--- src/rtl/cpr_pkg.sv ---
package cpr_pkg;
  typedef enum logic [1:0] {
    OP_IDLE  = 2'd0,
    OP_CMP   = 2'd1,
    OP_NXF   = 2'd2,
    OP_OTHER = 2'd3
  } cpr_op_e;

  localparam int STAT_W      = 32;
  localparam int STAT_HIT_B  = 30;
  localparam int STAT_MULT_B = 29;
  localparam int STAT_FULL_B = 28;
endpackage

--- src/rtl/cpr_result_hold.sv ---
module cpr_result_hold
  import cpr_pkg::*;
#(
  parameter int ADDR_W = 12
) (
  input  logic              clk,
  input  logic              rst_n,
  input  cpr_op_e           op,
  input  logic              loc_hit,
  input  logic              loc_multi,
  input  logic              loc_full,
  input  logic [ADDR_W-1:0] hit_addr,
  input  logic [ADDR_W-1:0] free_addr,
  output logic              hit_q,
  output logic              multi_q,
  output logic              full_q,
  output logic              free_mode_q,
  output logic [ADDR_W-1:0] addr_q
);
  // Only bus-changing commands touch the held result.
  always_ff @(posedge clk or negedge rst_n) begin
    if (!rst_n) begin
      hit_q       <= 1'b0;
      multi_q     <= 1'b0;
      full_q      <= 1'b0;
      free_mode_q <= 1'b0;
      addr_q      <= '0;
    end else begin
      case (op)
        OP_CMP: begin
          hit_q       <= loc_hit;
          multi_q     <= loc_multi;
          full_q      <= loc_full;
          free_mode_q <= 1'b0;
          addr_q      <= hit_addr;
        end
        OP_NXF: begin
          full_q      <= loc_full;
          free_mode_q <= 1'b1;
          addr_q      <= free_addr;
        end
        default: ;
      endcase
    end
  end
endmodule

--- src/rtl/cpr_chain_link.sv ---
module cpr_chain_link (
  input  logic hit_q,
  input  logic full_q,
  input  logic free_mode_q,
  input  logic cfg_last,
  input  logic match_in_n,
  input  logic full_in_n,
  output logic match_out_n,
  output logic full_out_n,
  output logic own,
  output logic empty_claim
);
  logic up_hit, up_full;

  always_comb begin
    up_hit      = !match_in_n;
    up_full     = !full_in_n;
    match_out_n = !(up_hit || hit_q);
    full_out_n  = !(up_full && full_q);
    if (free_mode_q) begin
      own         = up_full && !full_q;
      empty_claim = cfg_last && up_full && full_q;
    end else begin
      own         = hit_q && !up_hit;
      empty_claim = cfg_last && !up_hit && !hit_q;
    end
  end
endmodule

--- src/rtl/cpr_status_port.sv ---
module cpr_status_port
  import cpr_pkg::*;
#(
  parameter int BUS_W = 16
) (
  input  logic              hit_q,
  input  logic              multi_q,
  input  logic              full_q,
  input  logic [BUS_W-1:0]  res_bus_in,
  input  logic              bus_owner,
  input  logic              st_rd,
  input  logic              st_follow,
  input  logic              st_sel,
  output logic              dq_drive,
  output logic [STAT_W-1:0] dq_out
);
  logic [STAT_W-1:0] stat_word;

  always_comb begin
    stat_word              = '0;
    stat_word[BUS_W-1:0]   = res_bus_in;
    stat_word[STAT_HIT_B]  = !hit_q;
    stat_word[STAT_MULT_B] = !multi_q;
    stat_word[STAT_FULL_B] = !full_q;
    dq_drive = st_rd && (st_follow ? bus_owner : st_sel);
    dq_out   = dq_drive ? stat_word : '0;
  end
endmodule

--- src/rtl/cpr_node.sv ---
module cpr_node
  import cpr_pkg::*;
#(
  parameter int ADDR_W = 12,
  parameter int PAGE_W = 4,
  localparam int BUS_W = PAGE_W + ADDR_W
) (
  input  logic              clk,
  input  logic              rst_n,
  input  logic [PAGE_W-1:0] cfg_page,
  input  logic              cfg_last,
  input  logic [1:0]        op,
  input  logic              loc_hit,
  input  logic              loc_multi,
  input  logic              loc_full,
  input  logic [ADDR_W-1:0] hit_addr,
  input  logic [ADDR_W-1:0] free_addr,
  input  logic              match_in_n,
  input  logic              full_in_n,
  output logic              match_out_n,
  output logic              full_out_n,
  input  logic              oe,
  output logic              bus_drive,
  output logic [BUS_W-1:0]  bus_word,
  input  logic [BUS_W-1:0]  res_bus_in,
  input  logic              st_rd,
  input  logic              st_follow,
  input  logic              st_sel,
  output logic              dq_drive,
  output logic [STAT_W-1:0] dq_out
);
  logic              hit_q, multi_q, full_q, free_mode_q;
  logic [ADDR_W-1:0] addr_q;
  logic              own, empty_claim;

  cpr_result_hold #(.ADDR_W(ADDR_W)) u_hold (
    .clk(clk), .rst_n(rst_n), .op(cpr_op_e'(op)),
    .loc_hit(loc_hit), .loc_multi(loc_multi), .loc_full(loc_full),
    .hit_addr(hit_addr), .free_addr(free_addr),
    .hit_q(hit_q), .multi_q(multi_q), .full_q(full_q),
    .free_mode_q(free_mode_q), .addr_q(addr_q)
  );

  cpr_chain_link u_link (
    .hit_q(hit_q), .full_q(full_q), .free_mode_q(free_mode_q),
    .cfg_last(cfg_last), .match_in_n(match_in_n), .full_in_n(full_in_n),
    .match_out_n(match_out_n), .full_out_n(full_out_n),
    .own(own), .empty_claim(empty_claim)
  );

  always_comb begin
    bus_drive = oe && (own || empty_claim);
    bus_word  = own ? {cfg_page, addr_q} : {BUS_W{1'b1}};
  end

  cpr_status_port #(.BUS_W(BUS_W)) u_stat (
    .hit_q(hit_q), .multi_q(multi_q), .full_q(full_q),
    .res_bus_in(res_bus_in), .bus_owner(own || empty_claim),
    .st_rd(st_rd), .st_follow(st_follow), .st_sel(st_sel),
    .dq_drive(dq_drive), .dq_out(dq_out)
  );
endmodule

--- config.mk ---
export PLATFORM = sky130hd
export DESIGN_NAME = cpr_node
export DESIGN_NICKNAME = d
export VERILOG_FILES = /design/src/rtl/cpr_pkg.sv /design/src/rtl/cpr_result_hold.sv /design/src/rtl/cpr_chain_link.sv /design/src/rtl/cpr_status_port.sv /design/src/rtl/cpr_node.sv
export SDC_FILE = /design/constraint.sdc
export NUM_CORES = 1
export LEC_CHECK = 0
export ABC_CLOCK_PERIOD_IN_PS = 2300
export BUFFER_PORTS_ARGS = -buffer_cell sky130_fd_sc_hd__buf_2
export CAP_MARGIN = 20
export CORE_ASPECT_RATIO = 0.5
export CORE_MARGIN = 2
export CORE_UTILIZATION = 40
export DETAILED_ROUTE_END_ITERATION = 7
export PLACE_DENSITY = 0.8
export RECOVER_POWER = 25
export SLEW_MARGIN = 20
export SYNTH_ARGS = -nofsm -noshare
export SYNTH_HDL_FRONTEND = slang
export SYNTH_SLANG_ARGS = --single-unit
--- constraint.sdc ---
create_clock -name clk -period 2.3 [get_ports clk]
set_input_delay 0.69 -clock clk [delete_from_list [all_inputs] [get_ports clk]]
set_output_delay 0.69 -clock clk [all_outputs]
set_load 0.01 [all_outputs]
==> reports/qor.yml <==
status: "finished with violations"
violations: "negative setup slack"
portBuffers: 96
finalCritPeriodShare_pct: 104
antenna_found_initial: 0
area_delta_synth_final_pct: 52.3
rr_worst_depth: 2
ant_nets: 0
ys_ff_latch: 16
diodes: 0
seq_area_frac_synth_pct: 28.3
cts_tree: "done"
fin_ws_ps: -81.5
final_hold_viol_count: 0
cp-start-kind: "input port"
mostFrequentLayoutCell: "buf_2"
grt_max_degree: 19
p_leak_nw: 1.05
clkLatencyLatePin_ps: 240
start_util_pct: 41.4
synth_warnings: 0
rows: 15
hold_class: "flip-flop to flip-flop"
rrSetupSlack_ps: 1420
end_kind: "output port"
die_w_um: 88.1
root_buffer: "clkbuf_8"
slew_headroom_pct: 44.3
place_congestion: 0.753
wire_per_inst_um: 11.8
worstHoldStart: "u_hold.addr_q[7]$_DFFE_PN0P_"
clock-skew-final_ps: 0
routed-via-count: 1621
whs_path_depth: 2
synth.area.top_cells: "dfrtp_1 (28%), o21ai_0 (9.5%), mux2i_1 (8.5%)"
crit_arrival_ps: 1690
rr_startpoint: "u_hold.hit_q$_DFFE_PN0N_"
die_area_um2: 4060
drt-total-wl_um: 3900
htreeDepth: 1
required_ps: 1610
track_usage_pct: 16.5
syn-cell-area_um2: 1420
grt_pass1_vias: 1302
fp.dieH_um: 46.1
core_region_area_um2: 3420
avgSynthCellArea_um2: 7.82
pre_cts_ws_ps: -64.6
firstDrtPassIters: 5
grt_pass1_wl_um: 5330
ir_worst_vdd_v: 0.000505
path_cells: "buf_6 -> or3b_4 -> o21ai_4 -> clkbuf_16 -> nand2b_1 -> buf_2"
clockBufferDepth: 2
final_nets: 342
syn_inst: 181
vias_per_cell: 4.88
synth_largest_area_cell: "dfrtp_1"
final_core_util_pct: 63.1
power_mw: 1.07
finalMaxSlewViolations: 0
design_area_um2: 2150
drv_cap: 0
cts_buffers: 3
grt_overflow: 0
fin_crit_ps: 2380
drt_iter0_drc: 33
crit_path_max_fanout: 8
ys_types: 30
critPathSlowestCell: "or3b_4"
ios: 110
max_freq_mhz: 420
drive_gt1_share_pct: 46.6
dpl_cell_area_um2: 1950
timing.hold.ws_ps: 469
critical-path-max-stage-delay_ps: 370
clock_sink_count: 16
power_density_nw_per_um2: 494
crit_start: "full_in_n"
hpwl_um: 3000
max_slew.worst_pin.slew_ps: 835
worstSetupPathType: "input port to output port"
synth_top_cell_area_share_pct: 28.3
clk_pin_slew_ps: 60
final_cell_mix: "buf_2 (89), nand2_1 (19), nand4_1 (18), nand3_1 (16), o21ai_1 (16)"
cts_setup_buffers: 0
setup_viol: 16
drc: 0
rsz0062_at_grt: "yes"
layer usage:
layer	up-vias	global-route usage, %	share of wire [%]
met5	-	0	0
met4	0	2.73	0.10
met3	2	1.43	6.4
met2	73	34.8	53
met1	728	18.8	41
li1	818	-	-
what timing repair did:
item,in CTS,in global routing
hold buffers,0,0
cloned,0,2
pin swaps,0,2
setup endpoints to repair,35,35
resized for setup,3,34
endpoints found under the hold margin,0,0
flip-flops by register name (all words and copies together) (netlist names):
name,cells
u_hold.multi_q,1
u_hold.free_mode_q,1
u_hold.full_q,1
u_hold.hit_q,1
u_hold.addr_q,12
metrics by stage:
step | setup TNS, ps | instances
finish | -550 | 332
global placement | -62.1 | 326
global route | -1050 | 332
CTS | -245 | 330
floorplan | 0 | 193
detailed placement | -439 | 326
cell families after synthesis:
group / Yosys count / share of synthesized area (%)
buffers and inverters: 32 / 13.8
AND/OR/NAND/NOR: 80 / 30.9
flip-flops: 16 / 28.3
multiplexers: 16 / 11.7
adder cells (fa/ha/maj): 2 / 1.77
other: 1 / 0.265
AO/OA/AOI/OAI: 34 / 13.3
synth_stat cells:
cell type  number
clkbuf_1        4
or3b_1          1
nand2_1        19
buf_4          15
inv_1           2
nand2b_1       17
o21ai_2         1
or2_1           1
mux2i_1        12
o41ai_1         1
a21oi_1         1
conb_1          1
o21ai_1         1
nand4_1        18
nand3_1        16
mux2_2          4
nor2b_1         4
dfrtp_1        16
buf_2           8
ha_1            2
clkbuf_2        1
nor3b_1         1
o21ai_0        27
or2_2           1
o32ai_1         2
nand3b_1        1
buf_1           1
and2_1          1
o31ai_1         1
buf_6           1
worst max-delay path, delay by kind of cell:
family	cells	cell delay [ps]
AOI/OAI and AO/OA	1	110
buffers and inverters	3	440
and+or+nand+nor	2	440
cell type report:
cell class              count  area (um2)
clock buffers               4        55.1
well taps                  51        63.8
repair buffers            114         701
inverters                   2        7.51
multi-input cells         145         926
fillers                   317        1260
flip-flops and latches     16         402
report_power, final:
part	switching [mW]	internal, mW	total, mW
logic	0.233	0.237	0.470
registers	0.0300	0.326	0.356
clock network	0.0877	0.151	0.239
worst paths after layout:
path / endpoint
setup / recovery: bus_word[10]
hold / removal: u_hold.addr_q[7]$_DFFE_PN0P_
setup reg to reg: u_hold.hit_q$_DFFE_PN0N_
hold reg to reg: u_hold.addr_q[7]$_DFFE_PN0P_
max in group asynchronous: u_hold.free_mode_q$_DFFE_PN0P_
min in group asynchronous: u_hold.addr_q[1]$_DFFE_PN0P_
Power figures use the tool's default switching activity.
